### src/rtl/bsg_pkg.sv
package bsg_pkg;

  typedef struct packed {
    logic rd_n;
    logic wlo_n;
    logic hi_n;
    logic a0;
  } strobe_t;

  localparam strobe_t STROBE_IDLE = '{rd_n: 1'b1, wlo_n: 1'b1, hi_n: 1'b1, a0: 1'b0};

  typedef enum logic {ST_IDLE = 1'b0, ST_BUSY = 1'b1} cyc_state_t;

  // Strobe encoding for one request; narrow regions ignore the mode bit.
  function automatic strobe_t encode_strobes(input logic write, input logic word,
                                             input logic a0, input logic wide,
                                             input logic sep);
    strobe_t s;
    s       = STROBE_IDLE;
    s.a0    = a0;
    s.rd_n  = write;
    if (!wide) begin
      s.wlo_n = !write;
      s.hi_n  = 1'b1;
    end else if (!sep) begin
      s.wlo_n = !write;
      s.hi_n  = !(word || a0);
    end else begin
      s.wlo_n = !(write && (word || !a0));
      s.hi_n  = !(write && (word || a0));
    end
    return s;
  endfunction

  function automatic logic is_illegal(input logic word, input logic a0, input logic wide);
    return wide && word && a0;
  endfunction

endpackage

### src/rtl/bsg_cfg_regs.sv
module bsg_cfg_regs #(
  parameter int DW         = 8,
  parameter int MODE_BIT   = 2,
  parameter int UNLOCK_BIT = 1
) (
  input  logic          clk,
  input  logic          rst_n,
  input  logic          cfg_wr,
  input  logic          cfg_sel,
  input  logic [DW-1:0] cfg_wdata,
  output logic          sep_mode
);
  logic [DW-1:0] mode_q, prot_q;
  logic          unlocked, mode_we, prot_we;

  assign unlocked = prot_q[UNLOCK_BIT];
  assign mode_we  = cfg_wr && !cfg_sel && unlocked;
  assign prot_we  = cfg_wr && cfg_sel;
  assign sep_mode = mode_q[MODE_BIT];

  always_ff @(posedge clk or negedge rst_n) begin
    if (!rst_n) begin
      mode_q <= '0;
      prot_q <= '0;
    end else begin
      if (mode_we) mode_q <= cfg_wdata;
      if (prot_we) prot_q <= cfg_wdata;
    end
  end

  AST_MODE_LOCKED: assert property (@(posedge clk) disable iff (!rst_n)
    (cfg_wr && !cfg_sel && !prot_q[UNLOCK_BIT]) |=> $stable(mode_q));
  AST_MODE_TAKES: assert property (@(posedge clk) disable iff (!rst_n)
    (cfg_wr && !cfg_sel && prot_q[UNLOCK_BIT]) |=> (sep_mode == $past(cfg_wdata[MODE_BIT])));
endmodule

### src/rtl/bsg_decode.sv
module bsg_decode
  import bsg_pkg::*;
(
  input  logic    write,
  input  logic    word,
  input  logic    a0,
  input  logic    wide,
  input  logic    sep,
  output strobe_t strb,
  output logic    bad
);
  assign bad  = is_illegal(word, a0, wide);
  assign strb = bad ? STROBE_IDLE : encode_strobes(write, word, a0, wide, sep);

  always_comb begin
    AST_DEC_ONE_DIR: assert (strb.rd_n || strb.wlo_n);
  end
endmodule

### src/rtl/bsg_cycle.sv
module bsg_cycle
  import bsg_pkg::*;
(
  input  logic    clk,
  input  logic    rst_n,
  input  logic    req_valid,
  output logic    req_ready,
  input  logic    req_wide,
  input  strobe_t dec_strb,
  input  logic    dec_bad,
  output strobe_t bus_strb,
  output logic    done,
  output logic    err
);
  cyc_state_t state_q;
  strobe_t    strb_q;
  logic       bad_q, wide_q, done_q, err_q;
  logic       accept, strobing;

  assign req_ready = (state_q == ST_IDLE);
  assign accept    = req_valid && req_ready;
  assign bus_strb  = strb_q;
  assign done      = done_q;
  assign err       = err_q;
  assign strobing  = !strb_q.rd_n || !strb_q.wlo_n || !strb_q.hi_n;

  always_ff @(posedge clk or negedge rst_n) begin
    if (!rst_n) begin
      state_q <= ST_IDLE;
      strb_q  <= STROBE_IDLE;
      bad_q   <= 1'b0;
      wide_q  <= 1'b0;
      done_q  <= 1'b0;
      err_q   <= 1'b0;
    end else begin
      done_q <= 1'b0;
      err_q  <= 1'b0;
      if (state_q == ST_BUSY) begin
        state_q <= ST_IDLE;
        strb_q  <= STROBE_IDLE;
        done_q  <= 1'b1;
        err_q   <= bad_q;
      end else if (accept) begin
        state_q <= ST_BUSY;
        strb_q  <= dec_strb;
        bad_q   <= dec_bad;
        wide_q  <= req_wide;
      end
    end
  end

  AST_ONE_DIR: assert property (@(posedge clk) disable iff (!rst_n)
    !(!strb_q.rd_n && !strb_q.wlo_n));
  AST_STROBE_ONE_CYCLE: assert property (@(posedge clk) disable iff (!rst_n)
    strobing |=> !strobing);
  AST_ACCEPT_TO_DONE: assert property (@(posedge clk) disable iff (!rst_n)
    accept |=> !req_ready ##1 (done && req_ready));
  AST_IDLE_QUIET: assert property (@(posedge clk) disable iff (!rst_n)
    req_ready |-> !strobing);
  AST_ERR_NO_STROBE: assert property (@(posedge clk) disable iff (!rst_n)
    (state_q == ST_BUSY && bad_q) |-> !strobing);
  AST_ERR_WITH_DONE: assert property (@(posedge clk) disable iff (!rst_n)
    err |-> done);
  AST_NARROW_HI: assert property (@(posedge clk) disable iff (!rst_n)
    (state_q == ST_BUSY && !wide_q) |-> strb_q.hi_n);
endmodule

### src/rtl/bus_strobe_gen.sv
module bus_strobe_gen
  import bsg_pkg::*;
#(
  parameter int CFG_DW     = 8,
  parameter int MODE_BIT   = 2,
  parameter int UNLOCK_BIT = 1
) (
  input  logic              clk,
  input  logic              rst_n,
  input  logic              cfg_wr,
  input  logic              cfg_sel,
  input  logic [CFG_DW-1:0] cfg_wdata,
  input  logic              req_valid,
  output logic              req_ready,
  input  logic              req_write,
  input  logic              req_word,
  input  logic              req_a0,
  input  logic              req_wide,
  output logic              bus_rd_n,
  output logic              bus_wlo_n,
  output logic              bus_hi_n,
  output logic              bus_a0,
  output logic              done,
  output logic              err
);
  logic    sep_mode, dec_bad;
  strobe_t dec_strb, bus_strb;

  bsg_cfg_regs #(.DW(CFG_DW), .MODE_BIT(MODE_BIT), .UNLOCK_BIT(UNLOCK_BIT)) u_regs (
    .clk(clk), .rst_n(rst_n), .cfg_wr(cfg_wr), .cfg_sel(cfg_sel),
    .cfg_wdata(cfg_wdata), .sep_mode(sep_mode));

  bsg_decode u_dec (
    .write(req_write), .word(req_word), .a0(req_a0), .wide(req_wide),
    .sep(sep_mode), .strb(dec_strb), .bad(dec_bad));

  bsg_cycle u_cyc (
    .clk(clk), .rst_n(rst_n), .req_valid(req_valid), .req_ready(req_ready),
    .req_wide(req_wide), .dec_strb(dec_strb), .dec_bad(dec_bad),
    .bus_strb(bus_strb), .done(done), .err(err));

  assign bus_rd_n  = bus_strb.rd_n;
  assign bus_wlo_n = bus_strb.wlo_n;
  assign bus_hi_n  = bus_strb.hi_n;
  assign bus_a0    = bus_strb.a0;
endmodule

### config.mk
export PLATFORM = sky130hd
export DESIGN_NAME = bus_strobe_gen
export DESIGN_NICKNAME = d
export VERILOG_FILES = /design/src/rtl/bsg_pkg.sv /design/src/rtl/bsg_cfg_regs.sv /design/src/rtl/bsg_decode.sv /design/src/rtl/bsg_cycle.sv /design/src/rtl/bus_strobe_gen.sv
export SDC_FILE = /design/constraint.sdc
export NUM_CORES = 1
export LEC_CHECK = 0
export ABC_AREA = 1
export BUFFER_PORTS_ARGS = -buffer_cell sky130_fd_sc_hd__clkbuf_2
export CORE_AREA = 2 2 39 41
export CTS_CLUSTER_DIAMETER = 30
export DETAILED_ROUTE_END_ITERATION = 16
export DIE_AREA = 0 0 41 43
export PLACE_DENSITY = 0.71
export RECOVER_POWER = 50
export SYNTH_ARGS = -nofsm -noshare
export SYNTH_HDL_FRONTEND = slang
export SYNTH_SLANG_ARGS = --single-unit
### constraint.sdc
create_clock -name clk -period 1 [get_ports clk]
set_input_delay 0.1 -clock clk [delete_from_list [all_inputs] [get_ports clk]]
set_output_delay 0.1 -clock clk [all_outputs]
set_load 0.005 [all_outputs]
==> out/qor.yml, run 1 <==
global_routing:
  grt_pass1_vias: 377
  gr-total-overflow: 0
  grt_max_degree: 11
  antenna_found_initial: 0
  grt_pass1_wl_mm: 1.39
  grt_use_total_pct: 12.7
floorplan:
  die_w_um: 41
  core_area_um2: 1380
  initial_core_util_pct: 30.7
  io-pin-count: 24
  fp.dieH_um: 43
  rows: 14
  die_area_um2: 1760
clock_tree:
  cts_made_buffers: 3
  clock_sinks: 10
  htree_levels: 1
  clkLatencyLatePin_ns: 0.27
  cts_buffer_depth: 2
  cts_root_buffer: "clkbuf_4"
  tritoncts: "yes"
  clkTransAtPathRegs_ns: 0.05
finish:
  layout.nets: 89
  utilization_pct: 42.0
  diodes: 0
  drive_gt1_share_pct: 40.8
  syn2layout_area_growth_pct: 36.5
logic_synthesis:
  synth_top_area_cell: "dfrtp_1"
  synth_top_area_share_pct: 41.2
  synth_area_per_cell_um2: 8.86
  synth_commonest_cells: "nand2_1 (12), nor2_1 (8), dfrtp_1 (7)"
  synthCells: 48
  synthFlopType: "dfrtp_1"
  synth_area_leaders: "dfrtp_1 (41%), dfstp_2 (19%), nand2_1 (11%)"
  synth_seq_area_share_pct: 59.7
  yosys.cell_count.top_type: "nand2_1"
  synth_seq_cells: 10
  syn_area_um2: 425
  synthesis.nets: 65
  synth_warnings: 0
  async_reset_ff_share_pct: 100
  synthDistinctLibCells: 13
  synth_edf_count: 0
sta:
  min_period_ns: 0.989
  clock_skew_ns: 0.0124
  tns_ns: 0
  rsz0062_at_grt: "true"
  slew_violations: 0
  finalHoldViolCount: 0
  post-route-period-util_pct: 98.9
  max_freq_mhz: 1010
  setup_viol: 0
  fin_ws_ns: 0.0110
  maxSlewHeadroom_pct: 64.9
  tightest_slew_ns: 0.527
run:
  max-cap-violations: 0
place:
  place.gp.congestion: 0.724
  pre_cts_ws_ns: 0.108
  place_hpwl_um: 640
  port-buffer-count: 17
setup_path:
  max_stage_delay_ns: 0.53
  worst_setup_path_start_kind: "flop"
  crit_type: "reg -> out"
  crit_slowest_cell: "dfstp_2"
  crit_chain: "clkbuf_2"
  critPathCaptureType: "primary output"
  required_ns: 0.90
  crit_buf_inv: 1
  cp_max_fo: 2
  cp_top_family: "flip-flops"
  worst_ep_arrival_time_ns: 0.89
route:
  vias: 371
  dr.pass1.iters: 4
  wl_per_cell_um: 9.32
  detail-route-antenna-nets: 0
  wl_um: 811
  vias_per_cell: 4.26
  drt_iter0_drc: 3
  drc: 0
run_status:
  status: "complete, no violations"
power_and_ir_drop:
  power.leakage_nw: 0.314
  ir_drop_uv: 493
  power_density_nw_per_um2: 1560
  total_power_mw: 0.908
hold_path:
  hold_class: "in -> reg"
==> path summary, 6_finish.rpt <==
| kind | end | slack [ns] | cells past startpoint | start |
|---|---|---|---|---|
| setup / recovery | bus_hi_n | 0.01 | 1 | u_cyc.bus_strb[1] |
| hold / removal | u_regs.mode_q[2] | 0.06 | 3 | cfg_wdata[2] |
| setup reg to reg | u_cyc.bus_strb[1] | 0.09 | 4 | u_cyc.state_q |
| hold reg to reg | u_cyc.done | 0.46 | 0 | u_cyc.state_q |
| max in group asynchronous | u_cyc.bus_strb[1] | 0.31 | 2 | rst_n |
| min in group asynchronous | u_cyc.bus_strb[0] | 0.31 | 2 | rst_n |
==> timing repair <==
action / in CTS / in global routing
hold endpoints to repair: 10 / 0
hold buffers: 1 / 0
setup buffers: 1 / 0
pin swaps: 0 / 0
endpoints found under the setup margin: 4 / 5
gates resized for setup: 0 / 2
==> layout make-up <==
cell class	count	area, um2
Multi-Input combinational cell	32	149
Inverter	6	22.5
Tap cell	16	20.0
Sequential cell	10	255
Clock buffer	4	26.3
Timing Repair Buffer	19	108
Fill cell	149	803
==> stage by stage <==
stage,hold slack [ns],cell area [um2],std cells
global route,0.0705,581,87
floorplan,-0.196,425,48
finish,0.0646,581,87
global placement,-0.0289,531,81
CTS,0.0568,574,87
detailed placement,-0.0244,531,81
==> layout by cell type, fill, tap and decap left out <==
cell type / instances
nand3_1: 4
inv_1: 4
nand3b_1: 1
nor2_1: 8
buf_4: 1
nand2_2: 2
clkbuf_2: 15
clkbuf_4: 3
a21oi_1: 1
dfrtp_2: 1
dfrtp_1: 6
dfstp_2: 3
inv_2: 2
nor2_4: 1
buf_6: 1
nand2_1: 12
clkbuf_1: 2
o21a_1: 1
dlygate4sd3_1: 1
o21ai_0: 2
==> sequential cells by signal, indices dropped and copies added (netlist names) <==
register / flops
u_regs.mode_q: 1
u_cyc.state_q: 1
u_cyc.done: 1
u_regs.prot_q: 1
u_cyc.bad_q: 1
u_cyc.err: 1
u_cyc.bus_strb: 4
==> worst register-to-register path, delay by kind of cell (launching register included) <==
family / cells / cell delay, ns
flops: 1 / 0.44
simple gates: 4 / 0.38
==> metal layers <==
metal  GRT usage, %  vias to the layer above  routed length (um)
met4           10.0                        0                  29
met1           15.0                      156                 359
met3           6.28                        3                  83
li1               -                      193                   -
met5              0                        -                   0
met2           16.6                       19                 338
==> kinds of logic (layout without fill, tap and decap cells) <==
| group | count (synthesis) | count (layout) | synth area share (%) |
|---|---|---|---|
| AO/OA/AOI/OAI | 4 | 4 | 5.29 |
| buffers and inverters | 6 | 29 | 5.29 |
| flip-flops | 10 | 10 | 59.7 |
| AND/OR/NAND/NOR | 28 | 28 | 29.7 |
==> power by group <==
group | leakage [nW] | internal (mW) | switching, mW
sequential | 0.119 | 0.456 | 0.0271
clock | 0.0150 | 0.154 | 0.133
combinational | 0.180 | 0.0685 | 0.0693
total | 0.314 | 0.679 | 0.229
(Power assumes the default switching activity.)
==> inputs of run 2 (changes only) <==
- PLACE_DENSITY: 0.71 -> 0.73
- clock period: 1 -> 0.86 ns (I/O delays scaled with it)
==> out/qor.yml, run 2 (synthesized netlist as in run 1, its figures left out) <==
route:
  vias_per_cell: 4.47
  drt_iter0_drc: 9
  wl_um: 914
  detail-route-antenna-nets: 0
  vias: 407
  dr.pass1.iters: 2
  wl_per_cell_um: 10.0
  drc: 0
finish:
  largest_reg_flops: 4
  layout.nets: 93
  final_common_cell: "clkbuf_2"
  syn2layout_area_growth_pct: 52.1
  drive_gt1_share_pct: 49.3
  final_cells: 91
  diodes: 0
  most-common-layout-cells: "clkbuf_2 (14), nand2_1 (11), dfrtp_1 (7)"
  fillers: 139
place:
  pre_cts_ws_ns: -0.0256
  port-buffer-count: 17
  place.gp.congestion: 0.694
  place_hpwl_um: 651
  dp.cells: 82
setup_path:
  worst_ep_arrival_time_ns: 0.89
  required_ns: 0.77
  rr_worst_depth: 5
  critPathCaptureType: "primary output"
  cp_max_fo: 3
  worst_setup_path_start_kind: "flop"
  rrSetupSlack_ns: -0.06
  r2r-end: "u_cyc.bus_strb[2]"
  worstReg2RegStart: "u_cyc.state_q"
  crit_type: "reg -> out"
clock_tree:
  clkTransAtPathRegs_ns: 0.06
  cts_root_buffer: "clkbuf_4"
  clock_sinks: 10
  clkLatencyLatePin_ns: 0.26
  cts_made_buffers: 3
  cts_buffer_depth: 2
  tritoncts: "yes"
  htree_levels: 1
floorplan:
  fp.dieH_um: 43
  io-pin-count: 24
  die_w_um: 41
  initial_core_util_pct: 30.7
  rows: 14
  core_area_um2: 1380
  die_area_um2: 1760
global_routing:
  grt_max_degree: 11
  grt_pass1_wl_mm: 1.50
  grt_use_total_pct: 12.6
  antenna_found_initial: 0
  gr-total-overflow: 0
  grt_pass1_vias: 395
sta:
  fin_ws_ns: -0.118
  max_freq_mhz: 1020
  clock_skew_ns: 0.00150
  tns_ns: -0.647
  rsz0062_at_grt: "true"
  setup_viol: 10
  hold_ws_ns: 0.0513
  tightest_slew_ns: 0.538
  finalHoldViolCount: 0
  post-route-period-util_pct: 114
  maxSlewHeadroom_pct: 64.2
  slew_violations: 0
  min_period_ns: 0.978
hold_path:
  hold_class: "in -> reg"
  whs_path_depth: 3
  min_from: "cfg_wdata[2]"
  min_to: "u_regs.mode_q[2]"
power_and_ir_drop:
  total_power_mw: 1.18
  power.leakage_nw: 0.349
  power_density_nw_per_um2: 1820
  ir_drop_uv: 863
run:
  max-cap-violations: 0
run_status:
  violations: "setup timing"
  status: "complete, but fails checks"
## run 2: cell count changes in the layout (fill, tap and decap cells not counted)
cell      change
nand3_1       -1
buf_6         +2
nand3_2       +1
buf_4         +3
nand2_4       +1
clkbuf_2      -1
clkbuf_8      +1
nand2_1       -1
clkbuf_1      -1
dfrtp_1       +1
nor2_2        +2
nor2_1        -2
dfrtp_2       -1
## run 2: power by group
part / internal, mW / total (mW) / switching (mW) / leakage [nW]
sequential: 0.530 / 0.563 / 0.0335 / 0.120
clock: 0.257 / 0.413 / 0.156 / 0.0210
combinational: 0.105 / 0.201 / 0.0962 / 0.208
total: 0.891 / 1.18 / 0.286 / 0.349
## run 2: metal layers
layer	GRT usage, %	up-vias	share of wire [%]
li1	-	203	-
met1	16.3	187	45
met2	17.8	17	47
met3	4.71	0	7.8
met4	6.00	0	0
met5	0	-	0
## run 2: worst max-delay path: stages, from the launching register on
cell and delay, ns:
dfrtp_1 0.43, inv_2 0.09, clkbuf_2 0.11
## run 2: worst max path at each step
stage,start,endpoint,cells past startpoint
3_3_place_gp,u_cyc.state_q,u_cyc.bus_strb[1],4
2_1_floorplan,u_cyc.state_q,u_cyc.bad_q,3
4_1_cts,u_cyc.bus_strb[1],bus_hi_n,1
6_report,u_cyc.state_q,req_ready,2
5_1_grt,u_cyc.bus_strb[3],bus_rd_n,1
3_5_place_dp,u_cyc.state_q,u_cyc.bus_strb[1],4
## run 2: final cells by class
| type | instances | area [um2] | share of cell area, % |
|---|---|---|---|
| Sequential cell | 10 | 254 | 39.3 |
| Tap cell | 16 | 20.0 | 3.09 |
| Inverter | 6 | 22.5 | 3.48 |
| Timing Repair Buffer | 23 | 148 | 22.8 |
| Multi-Input combinational cell | 32 | 166 | 25.7 |
| Clock buffer | 4 | 36.3 | 5.61 |
## run 2: per-stage QoR
stage / util [%] / cell area [um2]
global route: 46.7 / 647
finish: 46.7 / 647
CTS: 43.9 / 608
global placement: 38.9 / 538
detailed placement: 38.9 / 538
floorplan: - / 425
## run 2: timing repair
item | 4_1_cts | 5_1_grt
hold buffers | 1 | 0
pin swaps | 5 | 4
hold endpoints to repair | 10 | 0
setup endpoints to repair | 7 | 9
setup buffers | 2 | 2
resized for setup | 2 | 7
==> inputs of run 3 (changes only) <==
- PLACE_DENSITY: 0.73 -> unset
- SLEW_MARGIN: unset -> 20
==> out/qor.yml, run 3 (synthesized netlist as in run 1, its figures left out) <==
run_status:
  status: "complete, but fails checks"
  violations: "setup timing"
power_and_ir_drop:
  internal_power_mw: 0.801
  clkPwrFrac_pct: 31.9
  power.leakage_nw: 0.334
  combPwrFrac_pct: 16.8
  p_seq_share_pct: 51.3
  power_density_nw_per_um2: 1770
  switchingPower_mw: 0.292
  total_power_mw: 1.09
  switching_share_pct: 26.7
  ir_drop_uv: 579
setup_path:
  critPathCaptureType: "primary output"
  cp.depth: 1
  rr_worst_depth: 3
  worst_setup_path_start_kind: "flop"
  max_stage_delay_ns: 0.53
  crit_chain: "clkbuf_2"
  crit_type: "reg -> out"
  crit_buf_inv: 1
  required_ns: 0.77
  cp_top_family: "flip-flops"
  crit_slowest_cell: "dfstp_2"
  worst_ep_arrival_time_ns: 0.90
  cp_max_fo: 2
floorplan:
  die_w_um: 41
  rows: 14
  die_area_um2: 1760
  core_area_um2: 1380
  initial_core_util_pct: 30.7
  fp.dieH_um: 43
  io-pin-count: 24
sta:
  hold_ws_ns: 0.0452
  setup_viol: 9
  post-route-period-util_pct: 115
  max_freq_mhz: 1010
  maxSlewHeadroom_pct: 64.7
  slew_violations: 0
  tns_ns: -0.725
  min_period_ns: 0.987
  finalHoldViolCount: 0
  fin_ws_ns: -0.127
  rsz0062_at_grt: "true"
  tightest_slew_ns: 0.530
  clock_skew_ns: 0.00825
route:
  wl_um: 875
  drc: 0
  vias_per_cell: 4.32
  drt_iter0_drc: 5
  dr.pass1.iters: 4
  detail-route-antenna-nets: 0
  vias: 389
  wl_per_cell_um: 9.72
finish:
  most-common-layout-cells: "clkbuf_2 (16), nand2_1 (11), nor2_1 (6), dfrtp_1 (6), inv_1 (4)"
  utilization_pct: 44.7
  syn2layout_area_growth_pct: 45.3
  layout.nets: 92
  fin_area_um2: 618
  final_common_cell: "clkbuf_2"
  largest_reg_flops: 4
  final_cells: 90
  diodes: 0
  drive_gt1_share_pct: 48.6
place:
  place.gp.congestion: 0.704
  place_area_um2: 531
  place_hpwl_um: 643
  dp.cells: 81
  pre_cts_ws_ns: -0.0474
  port-buffer-count: 17
hold_path:
  whs_path_depth: 3
  hold_class: "in -> reg"
clock_tree:
  htree_levels: 1
  tritoncts: "yes"
  clkLatencyLatePin_ns: 0.27
  clkTransAtPathRegs_ns: 0.07
  cts_root_buffer: "clkbuf_4"
  clock_sinks: 10
  cts_made_buffers: 3
  cts_buffer_depth: 2
global_routing:
  grt_pass1_wl_mm: 1.27
  gr-total-overflow: 0
  grt_use_total_pct: 11.6
  grt_pass1_vias: 337
  grt_max_degree: 11
  antenna_found_initial: 0
run:
  max-cap-violations: 0
run 3: path summary, 6_finish.rpt:
path	start	to	slack, ns
setup / recovery	u_cyc.bus_strb[3]	bus_rd_n	-0.13
hold / removal	cfg_wdata[2]	u_regs.mode_q[2]	0.05
setup reg to reg	u_cyc.state_q	u_cyc.bad_q	-0.08
hold reg to reg	u_cyc.state_q	u_cyc.done	0.46
max in group asynchronous	rst_n	u_cyc.state_q	0.18
min in group asynchronous	rst_n	u_cyc.bus_strb[0]	0.30
run 3: cell type report:
class,instances,area (um2)
Inverter,6,22.5
Clock buffer,4,26.3
Sequential cell,10,255
Tap cell,16,20.0
Timing Repair Buffer,22,128
Multi-Input combinational cell,32,166
Fill cell,144,766
run 3: per-layer routing:
layer | global-route usage (%) | vias up | wire, um
li1 | - | 200 | -
met1 | 12.9 | 170 | 399
met2 | 15.3 | 17 | 391
met3 | 6.28 | 2 | 73
met4 | 10.0 | 0 | 11
met5 | 0 | - | 0
run 3: what timing repair did:
item / CTS / global route
pin swaps: 5 / 2
hold buffers: 1 / 0
gates cloned: 0 / 0
buffers inserted: 2 / 2
resized for setup: 3 / 4
hold endpoints to repair: 10 / 0
endpoints found under the setup margin: 7 / 12
run 3: power groups by stage:
| stage | clock network, mW | logic (mW) | registers [mW] |
|---|---|---|---|
| after floorplan | 0 | 0.0744 | 0.566 |
| after global placement | 0 | 0.148 | 0.567 |
| after detailed placement | 0 | 0.152 | 0.569 |
| after CTS | 0.362 | 0.170 | 0.561 |
| after global routing | 0.390 | 0.211 | 0.566 |
| final | 0.348 | 0.184 | 0.561 |
